===== config.mk =====
export PLATFORM = sky130hd
export DESIGN_NAME = rtc_wakeup_timer
export DESIGN_NICKNAME = d
export VERILOG_FILES = /design/src/rtl/rtc_pkg.sv /design/src/rtl/rtc_digit.sv /design/src/rtl/rtc_interval.sv /design/src/rtl/rtc_wakeup_timer.sv
export SDC_FILE = /design/constraint.sdc
export NUM_CORES = 1
export LEC_CHECK = 0
export ABC_CLOCK_PERIOD_IN_PS = 6620
export BUFFER_PORTS_ARGS = -buffer_cell sky130_fd_sc_hd__buf_2
export CAP_MARGIN = 20
export CORE_ASPECT_RATIO = 1.75
export CORE_UTILIZATION = 40
export CTS_CLUSTER_DIAMETER = 100
export CTS_CLUSTER_SIZE = 16
export DETAILED_ROUTE_END_ITERATION = 10
export SLEW_MARGIN = 20
export SYNTH_ARGS = -nofsm -noshare
export SYNTH_HDL_FRONTEND = slang
export SYNTH_SLANG_ARGS = --single-unit

===== constraint.sdc =====
create_clock -name clk -period 6.62 [get_ports clk]
set_clock_uncertainty 0.15 [all_clocks]
set_input_delay 0 -clock clk [delete_from_list [all_inputs] [get_ports clk]]
set_output_delay 0 -clock clk [all_outputs]
set_load 0.02 [all_outputs]

===== src/rtl/rtc_pkg.sv =====
package rtc_pkg;
  typedef enum logic [1:0] {
    UNIT_TICK = 2'd0,
    UNIT_SEC  = 2'd1,
    UNIT_MIN  = 2'd2,
    UNIT_HOUR = 2'd3
  } alarm_unit_e;

  localparam int NUM_STAGES = 4;

  function automatic int stage_limit(input int idx, input int tick_hz);
    case (idx)
      0:       return tick_hz;
      1:       return 60;
      2:       return 60;
      default: return 24;
    endcase
  endfunction
endpackage


===== src/rtl/rtc_digit.sv =====
module rtc_digit #(
  parameter int DW    = 8,
  parameter int LIMIT = 60
) (
  input  logic          clk,
  input  logic          rst,
  input  logic          run,
  input  logic          inc,
  input  logic          wr,
  input  logic [DW-1:0] wdata,
  output logic [DW-1:0] q
);
  localparam logic [DW-1:0] LAST = DW'(LIMIT - 1);
  localparam logic [DW-1:0] ONE  = DW'(1);

  always_ff @(posedge clk) begin
    if (rst) begin
      if (!run) q <= '0;
    end else if (wr && !run) begin
      q <= wdata;
    end else if (inc) begin
      q <= (q >= LAST) ? '0 : q + ONE;
    end
  end

  AST_STEP_UP: assert property (@(posedge clk) disable iff (rst)
    (inc && !wr && q < LAST) |=> (q == $past(q) + ONE));
  AST_WRAP_ZERO: assert property (@(posedge clk) disable iff (rst)
    (inc && !wr && q >= LAST) |=> (q == '0));
  AST_IDLE_HOLD: assert property (@(posedge clk) disable iff (rst)
    (!run && !wr) |=> $stable(q));
  AST_RUN_NO_LOAD: assert property (@(posedge clk) disable iff (rst)
    (run && !inc) |=> $stable(q));
endmodule


===== src/rtl/rtc_interval.sv =====
module rtc_interval #(
  parameter int CW = 8,
  parameter int NU = 4
) (
  input  logic          clk,
  input  logic          rst,
  input  logic [NU-1:0] unit_ev,
  input  logic [1:0]    unit_sel,
  input  logic          alarm_en,
  input  logic          ival_wr,
  input  logic [CW-1:0] ival_data,
  input  logic          flag_clr,
  output logic          flag
);
  localparam logic [CW-1:0] ONE = CW'(1);

  logic [CW-1:0] ival;
  logic [CW-1:0] cnt;
  logic [CW-1:0] cnt_nxt;
  logic          ev_sel;
  logic          hit;

  assign ev_sel  = unit_ev[unit_sel];
  assign cnt_nxt = cnt + ONE;
  assign hit     = alarm_en && !ival_wr && ev_sel && (cnt_nxt == ival);

  always_ff @(posedge clk) begin
    if (rst) begin
      ival <= '0;
      cnt  <= '0;
    end else if (ival_wr) begin
      ival <= ival_data;
      cnt  <= '0;
    end else if (!alarm_en) begin
      cnt <= '0;
    end else if (ev_sel) begin
      cnt <= hit ? '0 : cnt_nxt;
    end
  end

  always_ff @(posedge clk) begin
    if (rst)           flag <= 1'b0;
    else if (hit)      flag <= 1'b1;
    else if (flag_clr) flag <= 1'b0;
  end

  AST_FLAG_STICKY: assert property (@(posedge clk) disable iff (rst)
    (flag && !flag_clr) |=> flag);
  AST_OFF_NO_FLAG: assert property (@(posedge clk) disable iff (rst)
    (!alarm_en && !flag) |=> !flag);
  AST_MATCH_RESTART: assert property (@(posedge clk) disable iff (rst)
    (alarm_en && !ival_wr && ev_sel && cnt_nxt == ival) |=> (flag && cnt == '0));
  AST_WR_RESTART: assert property (@(posedge clk) disable iff (rst)
    ival_wr |=> (cnt == '0));
endmodule


===== src/rtl/rtc_wakeup_timer.sv =====
module rtc_wakeup_timer #(
  parameter int TICK_HZ = 128,
  parameter int DW      = 8,
  parameter int AW      = 3
) (
  input  logic          clk,
  input  logic          rst,
  input  logic          run,
  input  logic          tick,
  input  logic          wr_en,
  input  logic [AW-1:0] wr_addr,
  input  logic [DW-1:0] wr_data,
  input  logic          alarm_en,
  input  logic [1:0]    alarm_unit,
  input  logic          flag_clr,
  output logic [DW-1:0] frac,
  output logic [DW-1:0] sec,
  output logic [DW-1:0] min,
  output logic [DW-1:0] hour,
  output logic          wake_flag
);
  import rtc_pkg::*;

  localparam int            NS        = NUM_STAGES;
  localparam logic [AW-1:0] ADDR_IVAL = AW'(NS);

  logic [NS:0]   carry;
  logic [DW-1:0] val [NS];

  assign carry[0] = tick && run;

  for (genvar i = 0; i < NS; i++) begin : g_stage
    localparam int            LIM  = stage_limit(i, TICK_HZ);
    localparam logic [DW-1:0] LAST = DW'(LIM - 1);
    logic sel;
    assign sel = wr_en && (wr_addr == AW'(i));

    rtc_digit #(.DW(DW), .LIMIT(LIM)) u_digit (
      .clk   (clk),
      .rst   (rst),
      .run   (run),
      .inc   (carry[i]),
      .wr    (sel),
      .wdata (wr_data),
      .q     (val[i])
    );

    assign carry[i+1] = carry[i] && (val[i] >= LAST);
  end

  rtc_interval #(.CW(DW), .NU(NS)) u_interval (
    .clk       (clk),
    .rst       (rst),
    .unit_ev   (carry[NS-1:0]),
    .unit_sel  (alarm_unit),
    .alarm_en  (alarm_en),
    .ival_wr   (wr_en && (wr_addr == ADDR_IVAL)),
    .ival_data (wr_data),
    .flag_clr  (flag_clr),
    .flag      (wake_flag)
  );

  assign frac = val[0];
  assign sec  = val[1];
  assign min  = val[2];
  assign hour = val[3];
endmodule


Word level (Yosys, flattened, before mapping)
Index checks and enable logic that the tools add are counted.
Widths: inputs -> output; s select.
Word-level totals
  flip-flop bits (word level): 49
  bits in latches: 0
  RAM bits: 0
  memory bits (read-only): 0
  input port bits: 20
  output and inout port bits: 33
  word-level logic and storage cells: 75
  memories: 0
Cells by class
  add/sub/neg operators: 5
  multiply operators: 0
  divide/modulo/power cells: 0
  $lt $le $gt $ge: 5
  equality and inequality tests: 6
  shift operators: 0
  muxes and demuxes: 22
  bitwise gates (word level): 1
  reduce and logical (&&, ||, !) cells: 29
Operator list (count)
  $mux 8: 18
  $add 8x1->8 const B: 5
  $ge 8x6->1 const B: 2
  $logic_and 1x1->1: 16
  $reduce_bool 3->1: 4
  $eq 8x8->1: 1
  $ge 8x5->1 const B: 1
  $ge 8x7->1 const B: 1
  $reduce_and 2->1: 4
  $eq 3x2->1 const B: 2
  $eq 3x1->1 const B: 1
  $eq 3x3->1 const B: 1
  $logic_not 3->1: 1
  $lt 2x3->1 const B: 1
  $mux 1: 3
  $reduce_or 3->1: 1
  $bmux 1 s2: 1
  $logic_not 1->1: 2
  $ne 2x2->1 const B: 1
  $reduce_bool 2->1: 1
  $not 1->1: 1

Depth between registers and ports, before layout
Gate-level depths: netlist of run 1.
  depth after elaboration: 9
  gate-level depth with buffers: 10
  depth with buffers taken out: 7

Modules after synthesis
From an unflattened synthesis of run 1, not the netlist that was laid out.
Unflattened totals
  cell total of the unflattened synthesis: 281
  area total of the unflattened synthesis: 2950.3 µm²
By module, submodules not included
  rtc_interval: times used 1, cells each 97, area each 924.6 µm², seq. area each 340.3 µm²
  rtc_digit (g_stage[1].u_digit ...): times used 2, cells each 38, area each 455.4 µm², seq. area each 240.2 µm²
  rtc_digit (g_stage[0].u_digit): times used 1, cells each 49, area each 518.0 µm², seq. area each 240.2 µm²
  rtc_digit (g_stage[3].u_digit): times used 1, cells each 36, area each 455.4 µm², seq. area each 240.2 µm²
  rtc_wakeup_timer: times used 1, cells each 23, area each 141.4 µm², seq. area each 0.0 µm²

Least setup slack after synthesis of run 1
Ideal clock, no wire load.
  path type: flip-flop to flip-flop
  from: reg u_interval.cnt[2]
  to: reg u_interval.cnt[2]
  setup time: 117 ps
  data arrival time: 2102 ps
  required time: 6353 ps
  slack: 4251 ps
  stages on the path, launching flop included: 10
  buffers on the path: 3
  clock period less this slack: 2369 ps
  path through: dfxtp_1 buf_6 nand3_2 or3_1 a2111oi_2 and4_1 buf_6 and3b_1 buf_6 a22o_1
Between the ends
  word-level cells in the longest chain between the ends: 4
RTL lines
  from (decl): RTL line rtc_interval.sv:18  | logic [CW-1:0] cnt;
  from (signal assigned): RTL line rtc_interval.sv:37  | cnt <= hit ? '0 : cnt_nxt;
  $add 8x1->8 *: RTL line rtc_interval.sv:24  | assign cnt_nxt = cnt + ONE;
  $eq 8x8->1: RTL line rtc_interval.sv:25  | assign hit = alarm_en && !ival_wr && ev_sel && (cnt_nxt == ival);
  $logic_and 1x1->1: RTL line rtc_interval.sv:25
  $mux 8 *: RTL line rtc_interval.sv:37
Every way passes the cells marked *; elsewhere a longest branch is shown, timed or not.
A chain may end at the register's enable or synchronous reset.

Worst setup path in the final report of run 1
  from: reg g_stage[0].u_digit.q[0]
  to: reg u_interval.cnt[6]
Between the ends
  word-level cells in the longest chain between the ends: 9
RTL lines
  from (decl): RTL line rtc_digit.sv:11  | output logic [DW-1:0] q
  from (signal assigned): RTL line rtc_digit.sv:20  | q <= wdata;
  from (signal assigned): RTL line rtc_digit.sv:22  | q <= (q >= LAST) ? '0 : q + ONE;
  $ge 8x7->1 *: RTL line rtc_wakeup_timer.sv:48  | assign carry[i+1] = carry[i] && (val[i] >= LAST);
  $logic_and 1x1->1 *: RTL line rtc_wakeup_timer.sv:48
  $logic_and 1x1->1 (2 in a row): RTL line rtc_wakeup_timer.sv:48
  $bmux 1 s2 *: RTL line rtc_interval.sv:23  | assign ev_sel = unit_ev[unit_sel];
  $mux 1 (not written as such) *: RTL line rtc_interval.sv:23
  $logic_and 1x1->1 (2 in a row): RTL line rtc_interval.sv:25
  $mux 8: RTL line rtc_interval.sv:37
Every way passes the cells marked *; elsewhere a longest branch is shown, timed or not. The select of a mux whose other input is x is not followed.

==> run_results.csv, run 1 <==
group,metric,value,unit
place,dpl.hpwl,5323,µm
pwr,power.leakage,1.322,nW
clock_tree,cts_root_buf,"clkbuf_16",
sta,whs,0.03673,ns
final_layout,fin_cells,437,
logic_synthesis,yosys_warnings,0,
pwr,ir_drop,0.1640,mV
outcome,outcome,"complete, no violations",
sta,fmax,348.4,MHz
sta,slew_headroom,0.4028,
detailed_routing,vias,2430,
global_route,grt_pass1_wl,11800,µm
floorplanning,die_h,112.2,µm
logic_synthesis,yosysTopAreaCell,"edfxtp_1",
place,place_congestion,0.8392,
floorplanning,rows,39,
pwr,total_power,0.7855,mW
logic_synthesis,ys_top_cells_by_area,"edfxtp_1, dfxtp_1, nor2_1",
sta,hold_violations,0,
floorplanning,core_area,6636,µm²
sta,tns,0,ns
floorplanning,die_w,64.98,µm
logic_synthesis,ys_top_cells_by_count,"nor2_1, edfxtp_1, nand2_1",
sta,rsz0062_at_grt,"no",
logic_synthesis,syn_inst,299,
logic_synthesis,ys_async_sr_fraction,0,
critical_path,worstSetupPathType,"reg2reg",
sta,final-setup-viol-count,0,
logic_synthesis,syn_avg_cell_area,9.286,µm²
final_layout,num_antenna_cells,0,
critical_path,end_kind,"flip-flop",
detailed_routing,via_per_inst,5.561,
clock_tree,ctsResizeCount,0,
detailed_routing,routed_wl,7136,µm
clock_tree,cts_tree,"built",
global_route,antenna_found_initial,0,
critical_path,critPathRequiredTime,6.65,ns
final_layout,nNetsFinal,379,
place,numPortBuffers,52,
clock_tree,h-tree-depth,2,
floorplanning,die-area,7291,µm²
logic_synthesis,synth_edf_count,32,
pwr,p_per_area,234.1,nW/µm²
logic_synthesis,synthFlopType,"edfxtp_1",
logic_synthesis,seq_area_frac_synth,0.4687,
global_route,grt_usage,0.2147,
job,max_cap_viol_count,0,
final_layout,drive_gt1_frac,0.1887,
logic_synthesis,synth_top_area_share,0.3461,
clock_tree,numCtsBuffers,5,
worst_hold_path,hold_path.class,"in2reg",
floorplanning,start_util,0.4184,
clock_tree,clk_path_buf_depth,2,
detailed_routing,drt_iter0_markers,168,
detailed_routing,ant_nets,0,
logic_synthesis,syn_area,2776,µm²
clock_tree,clkSinkCount,49,
sta,fin_crit_sh,0.4336,
global_route,grt_pass1_vias,2367,
critical_path,start_kind,"flip-flop",
detailed_routing,firstDrtPassIters,4,
detailed_routing,wl_per_cell,16.33,µm
final_layout,area_growth,20.87,%
clock_tree,clk_latency,0.29,ns
logic_synthesis,synth.net_count,324,
critical_path,worstPathArrival,2.90,ns
sta,drv_slew,0,
sta,fin_crit,2.870,ns
detailed_routing,drc,0,
place,place_inst,418,
clock_tree,clkTransAtPathRegs,0.07,ns
logic_synthesis,ys_ff_latch,49,
global_route,grt_max_degree,46,
logic_synthesis,synth.most_common_cell,"nor2_1",
floorplanning,io_pins,53,
logic_synthesis,synthDistinctLibCells,45,
global_route,grt_overflow,0,
sta,max_slew.worst_pin.slew,0.8890,ns
critical_path,critPathMaxFanout,8,
-- what timing repair did --
action                                  4_1_cts  5_1_grt
setup buffers                                 0        0
endpoints found under the hold margin        16        0
hold buffers                                 10        0
endpoints found under the setup margin        0        0
-- cell families after synthesis --
logic type	count (synthesis)	share of synthesized area
AOI/OAI and AO/OA	70	0.1704
adders and majority gates	5	0.02253
xor gates and xnor gates	24	0.07571
buffers and inverters	21	0.03785
and+or+nand+nor	130	0.2249
DFF	49	0.4687
-- sequential cells by signal (all words and copies together), names as in the netlist --
register           cells
u_interval.flag        1
u_interval.ival        8
u_interval.cnt         8
g_stage.u_digit.q     32
-- through the flow --
stage | util | worst slack [ns] | instance area [µm²]
final | 0.5057 | 3.750 | 3356
after detailed placement | 0.4606 | 3.584 | 3057
after CTS | 0.5049 | 3.541 | 3351
after global routing | 0.5057 | 3.464 | 3356
after floorplan | - | 4.251 | 2776
after global placement | 0.4606 | 3.686 | 3057
-- critical path: stages (launching register included) --
cell	delay (ns)
edfxtp_1	0.40
ha_1	0.23
nand2_1	0.08
o21bai_1	0.33
o21ai_0	0.16
a221oi_1	0.76
clkbuf_2	0.28
o21ai_0	0.10
a32o_1	0.27
-- final timing paths --
kind	startpoint	to	slack [ns]	depth (start not counted)
worst min register to register	u_interval.ival[3]$_SDFFE_PP0P_	u_interval.ival[3]$_SDFFE_PP0P_	0.32	2
worst max register to register	g_stage[0].u_digit.q[0]$_SDFFCE_PP0P_	u_interval.cnt[6]$_SDFFE_PP0N_	3.75	8
worst max-delay path	g_stage[0].u_digit.q[0]$_SDFFCE_PP0P_	u_interval.cnt[6]$_SDFFE_PP0N_	3.75	8
worst min-delay path	wr_en	u_interval.ival[6]$_SDFFE_PP0P_	0.04	5
-- per-layer routing --
layer	GRT usage	up-vias	part of all wire
met3	0.03354	19	0.034
met2	0.3806	79	0.55
li1	-	1184	-
met1	0.2476	1148	0.38
met5	0	-	0
met4	0.09333	0	0.035
-- power by group --
part	leakage (nW)	internal [mW]	switching [mW]
combinational	0.772	0.0354	0.0607
sequential	0.456	0.342	0.0137
clock	0.0944	0.218	0.116
total	1.32	0.595	0.191
-- cell usage in the layout (no fill, tap or decap), types with 3 or more instances in the layout --
master / Yosys / layout
nand3_1: 10 / 10
and3_1: 4 / 4
nand4_1: 3 / 3
nand2b_1: 4 / 4
nand2_1: 32 / 32
nor2_1: 45 / 45
o21bai_1: 3 / 3
buf_2: 0 / 52
clkbuf_16: 0 / 5
a22o_1: 4 / 4
inv_1: 6 / 6
a22oi_1: 19 / 19
nor3_1: 7 / 7
dlygate4sd3_1: 0 / 10
edfxtp_1: 32 / 32
and2_1: 5 / 5
or3_1: 4 / 4
xor2_1: 10 / 10
dfxtp_1: 17 / 17
nor3b_1: 3 / 3
a21oi_1: 18 / 18
o21ai_0: 12 / 10
nor2b_1: 4 / 4
xnor2_1: 14 / 14
ha_1: 5 / 5
-- area by class of cell --
cell class,instances,area (µm²)
Timing Repair Buffer,63,365.4
Multi-Input combinational cell,229,1370
Fill cell,661,3281
Clock buffer,5,125.1
Inverter,6,22.52
Sequential cell,49,1301
Tap cell,82,102.6
Clock inverter,3,68.82
Power figures use the tool's default switching activity.
==> run 2, diff against run 1 <==
Settings changed: ABC_CLOCK_PERIOD_IN_PS 6620 to 2900.
Clock period 6.62 ns to 2.9 ns, I/O delays scaled along.
==> run 2 against run 1 <==
Flip-flop and latch count unchanged; maximum frequency up 14%; final area up 1.1%; die area unchanged; global-route usage down 1.4 points; critical path depth down 2; clock-buffer cell count unchanged; non-clock buffer count up 9; hold slack worse by 0.00062 ns; first-iteration DRC count down 22%.
==> run_results.csv, run 2 (synthesis gave the netlist of run 1 again) <==
group,metric,value,unit
pwr,switching_power,0.4201,mW
global_route,grt_pass1_vias,2289,
critical_path,worstPathArrival,2.54,ns
clock_tree,cts_tree,"built",
pwr,intPower,1.268,mW
critical_path,critPathMaxFanout,10,
job,max_cap_viol_count,0,
pwr,total_power,1.688,mW
detailed_routing,drt_iter0_markers,131,
worst_hold_path,hp-start,"wr_addr[1]",
floorplanning,die-area,7291,µm²
final_layout,area_growth,22.17,%
clock_tree,h-tree-depth,2,
sta,tns,0,ns
detailed_routing,firstDrtPassIters,4,
critical_path,r2r_end,"u_interval.cnt[2]$_SDFFE_PP0N_",
floorplanning,core_area,6636,µm²
detailed_routing,routed_wl,7001,µm
critical_path,critPathRequiredTime,2.93,ns
clock_tree,clk_path_buf_depth,2,
sta,fin_crit_sh,0.8670,
detailed_routing,drc,0,
sta,fin_ws,0.3856,ns
final_layout,fin_cells,445,
final_layout,stdcell_area,3392,µm²
pwr,power_frac_comb,0.135,
place,place_congestion,0.8780,
clock_tree,clk_latency,0.29,ns
global_route,grt_pass1_wl,11170,µm
place,dpl.hpwl,5183,µm
final_layout,largest_register_ff_count,32,
sta,final-setup-viol-count,0,
final_layout,nNetsFinal,388,
final_layout,final_common_cell,"buf_2",
final_layout,final_util,0.5111,
final_layout,top_regs,"g_stage.u_digit.q x32, u_interval.cnt x8, u_interval.ival x8",
pwr,power.leakage,1.353,nW
clock_tree,clkSinkCount,49,
place,place_inst,428,
final_layout,largest-register,"g_stage.u_digit.q",
critical_path,r2r-start,"u_interval.cnt[2]$_SDFFE_PP0N_",
critical_path,startpoint,"u_interval.cnt[2]$_SDFFE_PP0N_",
sta,whs,0.03612,ns
worst_hold_path,hold_path_end,"u_interval.ival[4]$_SDFFE_PP0P_",
floorplanning,die_w,64.98,µm
clock_tree,numCtsBuffers,5,
sta,rsz0062_at_grt,"no",
sta,fmax,397.7,MHz
critical_path,end_kind,"flip-flop",
sta,fin_crit,2.514,ns
floorplanning,start_util,0.4184,
sta,hold_violations,0,
detailed_routing,wl_per_cell,15.73,µm
worst_hold_path,hold_path.class,"in2reg",
detailed_routing,via_per_inst,5.494,
place,numPortBuffers,52,
global_route,grt_usage,0.2004,
floorplanning,io_pins,53,
global_route,grt_overflow,0,
place,dp_slack,0.3954,ns
final_layout,drive_gt1_frac,0.2066,
outcome,outcome,"complete, no violations",
sta,max_slew.worst_pin.slew,0.8732,ns
pwr,p_clk_frac,0.385,
critical_path,start_kind,"flip-flop",
clock_tree,clkTransAtPathRegs,0.06,ns
global_route,antenna_found_initial,0,
pwr,p_seq_frac,0.480,
final_layout,num_antenna_cells,0,
floorplanning,die_h,112.2,µm
global_route,grt_max_degree,32,
place,dpl_cell_area,3132,µm²
sta,slew_headroom,0.4134,
pwr,p_per_area,497.8,nW/µm²
critical_path,reg2reg_depth,6,
pwr,switching_share,0.2488,
clock_tree,ctsResizeCount,0,
detailed_routing,ant_nets,0,
critical_path,r2r_slack,0.39,ns
floorplanning,rows,39,
final_layout,layout_common_cells,"buf_2, nor2_1, nand2_1, edfxtp_1, a22oi_1",
sta,drv_slew,0,
worst_hold_path,min_path_cells,4,
pwr,ir_drop,0.3494,mV
clock_tree,cts_root_buf,"clkbuf_16",
critical_path,worstSetupPathType,"reg2reg",
detailed_routing,vias,2445,
[run 2: cell count changes in the layout (fill, tap and decap cells not counted)]
cell,change
buf_4,+10
bufinv_16,-1
clkbuf_2,-1
clkinv_2,+1
inv_6,-1
o21ai_0,+2
o21ai_1,-2
[run 2: worst max-delay path by stage]
stage          cells after the start                        endpoint  slack, ns
2_1_floorplan                      9  u_interval.cnt[2]$_SDFFE_PP0N_       0.53
3_3_place_gp                       6  u_interval.cnt[2]$_SDFFE_PP0N_       0.43
3_5_place_dp                       6  u_interval.cnt[2]$_SDFFE_PP0N_       0.40
4_1_cts                            6  u_interval.cnt[2]$_SDFFE_PP0N_       0.38
5_1_grt                            8  u_interval.cnt[7]$_SDFFE_PP0N_       0.13
6_report                           6  u_interval.cnt[2]$_SDFFE_PP0N_       0.39
[run 2: worst max-delay path, cell delays in order (launching register included)]
cell	delay, ns
dfxtp_1	0.51
nand3_2	0.18
or3_1	0.41
a2111oi_2	0.34
and4_1	0.30
and3b_1	0.27
a22o_1	0.25
[run 2: layout make-up]
type | instances | area [µm²]
fill | 667 | 3244
clock buffer | 5 | 125.1
inverter | 6 | 22.52
timing repair buffer | 72 | 435.4
clock inverter | 2 | 35.03
tap | 82 | 102.6
sequential | 49 | 1301
multi-input combinational | 229 | 1370
[run 2: metal layers]
| metal | wire length (µm) | track usage |
|---|---|---|
| met1 | 2807 | 0.2303 |
| met2 | 3891 | 0.3743 |
| met3 | 202 | 0.02439 |
| met4 | 99 | 0.05778 |
| met5 | 0 | 0 |
[run 2: what timing repair did]
item / 4_1_cts / 5_1_grt
hold buffers: 10 / 0
buffers inserted: 0 / 0
endpoints found under the hold margin: 12 / 0
[run 2: power by group through the flow]
stage / sequential, mW / combinational [mW] / clock, mW
2_1_floorplan: 0.854 / 0.0999 / 0
3_3_place_gp: 0.824 / 0.216 / 0
3_5_place_dp: 0.826 / 0.218 / 0
4_1_cts: 0.810 / 0.229 / 0.659
5_1_grt: 0.815 / 0.249 / 0.685
6_report: 0.810 / 0.228 / 0.651
==> run 3, diff against run 2 <==
Settings changed: CORE_UTILIZATION 40 to 35, CTS_CLUSTER_SIZE 16 to 40.
==> run 3 against run 2 <==
Flip-flop and latch count did not move; non-clock buffer count is 2 lower; clock power fell by 9.2%; sequential share of layout area rose by 0.20 points; clock-buffer cell count rose by 1; highest routed layer unchanged.
==> run_results.csv, run 3 (synthesis gave the netlist of run 1 again) <==
group,metric,value,unit
global_route,grt_overflow,0,
final_layout,largest-register,"g_stage.u_digit.q",
detailed_routing,ant_nets,0,
floorplanning,start_util,0.3644,
detailed_routing,vias,2445,
global_route,grt_pass1_vias,2326,
place,dpl_cell_area,3132,µm²
sta,final-setup-viol-count,0,
final_layout,nFillCells,733,
critical_path,r2r_slack,0.41,ns
floorplanning,die-area,8307,µm²
final_layout,largest_register_ff_count,32,
detailed_routing,drt_iter0_markers,131,
critical_path,end_kind,"flip-flop",
critical_path,start_kind,"flip-flop",
critical_path,critPathMaxStageDelay,0.50,ns
detailed_routing,wl_per_cell,15.96,µm
sta,fmax,400.9,MHz
final_layout,area_growth,21.54,%
floorplanning,core_area,7620,µm²
final_layout,stdcell_area,3374,µm²
sta,drv_slew,0,
clock_tree,clkSinkCount,49,
clock_tree,cts_root_buf,"clkbuf_16",
place,place_congestion,0.8711,
floorplanning,io_pins,53,
clock_tree,numCtsBuffers,5,
global_route,grt_max_degree,31,
critical_path,path_delay_family,"simple AND/OR/NAND/NOR gates",
sta,slew_headroom,0.4494,
pwr,p_per_area,483.0,nW/µm²
final_layout,nNetsFinal,386,
critical_path,critPathMaxFanout,10,
sta,fin_crit_sh,0.8601,
final_layout,top_regs,"g_stage.u_digit.q x32, u_interval.cnt x8, u_interval.ival x8",
global_route,antenna_found_initial,0,
sta,max_slew.worst_pin.slew,0.8197,ns
final_layout,layout_common_cells,"buf_2, nor2_1, nand2_1, edfxtp_1, a22oi_1",
final_layout,drive_gt1_frac,0.2072,
outcome,outcome,"complete, no violations",
critical_path,cp_cell_sequence,"nand3_2 -> or3_1 -> a2111oi_2 -> and4_1 -> and3b_1 -> a22o_1",
place,numPortBuffers,52,
clock_tree,clk_latency,0.29,ns
pwr,power.leakage,1.341,nW
detailed_routing,routed_wl,7184,µm
floorplanning,rows,42,
floorplanning,die_w,69.33,µm
sta,fin_crit,2.494,ns
clock_tree,h-tree-depth,2,
job,max_cap_viol_count,0,
clock_tree,clk_path_buf_depth,2,
detailed_routing,drc,0,
clock_tree,cts_tree,"built",
clock_tree,post_cts_buffers,0,
clock_tree,clkTransAtPathRegs,0.07,ns
detailed_routing,firstDrtPassIters,4,
critical_path,critPathRequiredTime,2.93,ns
pwr,total_power,1.630,mW
sta,tns,0,ns
critical_path,worstPathArrival,2.53,ns
final_layout,final_common_cell,"buf_2",
place,dpl.hpwl,5346,µm
pwr,ir_drop,0.3668,mV
global_route,grt_usage,0.1753,
clock_tree,ctsResizeCount,0,
final_layout,num_antenna_cells,0,
sta,rsz0062_at_grt,"no",
sta,hold_violations,0,
floorplanning,die_h,119.8,µm
critical_path,cp_slowest_cell,"dfxtp_1",
global_route,grt_pass1_wl,11410,µm
detailed_routing,via_per_inst,5.433,
critical_path,worstSetupPathType,"reg2reg",
worst_hold_path,hold_path.class,"in2reg",
critical_path,path_buf_inv,0,
==> run 3: cell types whose count changed in the layout (fill, tap and decap cells not counted), sizes merged <==
cell	delta
buf	-1
bufinv	-1
clkbuf	+1
clkinv	+1
dlygate4sd3	-1
==> run 3: tightest hold or removal path, delay by kind of cell <==
kind	cells	cell delay (ns)
simple gates	2	0.14
buf+inv	1	0.14
==> run 3: cell type report <==
type                    count  area (µm²)  share of cell area
repair buffers             70       417.9              0.1238
clock inverters             2       13.76            0.004079
clock buffers               6       138.9             0.04116
multi-input cells         229        1370              0.4060
flip-flops and latches     49        1301              0.3856
well taps                  88       110.1             0.03263
inverters                   6       22.52            0.006674
==> run 3: worst paths after layout <==
path / from / end / cells past startpoint
setup / recovery: u_interval.cnt[2]$_SDFFE_PP0N_ / u_interval.cnt[2]$_SDFFE_PP0N_ / 6
hold / removal: wr_addr[0] / g_stage[1].u_digit.q[7]$_SDFFCE_PP0P_ / 3
setup reg to reg: u_interval.cnt[2]$_SDFFE_PP0N_ / u_interval.cnt[2]$_SDFFE_PP0N_ / 6
hold reg to reg: u_interval.ival[0]$_SDFFE_PP0P_ / u_interval.ival[0]$_SDFFE_PP0P_ / 2
==> run 3: metal layers <==
layer  GRT usage  vias up  part of all wire
li1            -     1197                 -
met4     0.08801        0             0.022
met2      0.3234       70              0.55
met1      0.1929     1164              0.39
met5           0        -                 0
met3     0.02267       14             0.031
==> run 3: repair_timing <==
| item | 4_1_cts | 5_1_grt |
|---|---|---|
| endpoints found under the setup margin | 0 | 0 |
| hold buffers | 9 | 0 |
| hold endpoints to repair | 13 | 0 |
==> run 3: power breakdown <==
group / internal (mW) / total [mW] / switching (mW) / leakage (nW)
clock network: 0.343 / 0.591 / 0.248 / 0.0768
registers: 0.779 / 0.811 / 0.0317 / 0.456
logic: 0.0871 / 0.228 / 0.141 / 0.808
==> run 3: metrics by stage <==
step           std cells  hold WS (ns)  worst slack, ns    util
6_report             450      0.001218           0.4058  0.4429
5_1_grt              450       0.02960           0.2142  0.4429
4_1_cts              450     0.0001768           0.4041  0.4429
3_5_place_dp         433        0.1362           0.4241  0.4110
3_3_place_gp         433        0.1358           0.4795  0.4110
2_1_floorplan        299      -0.01403           0.5310       -
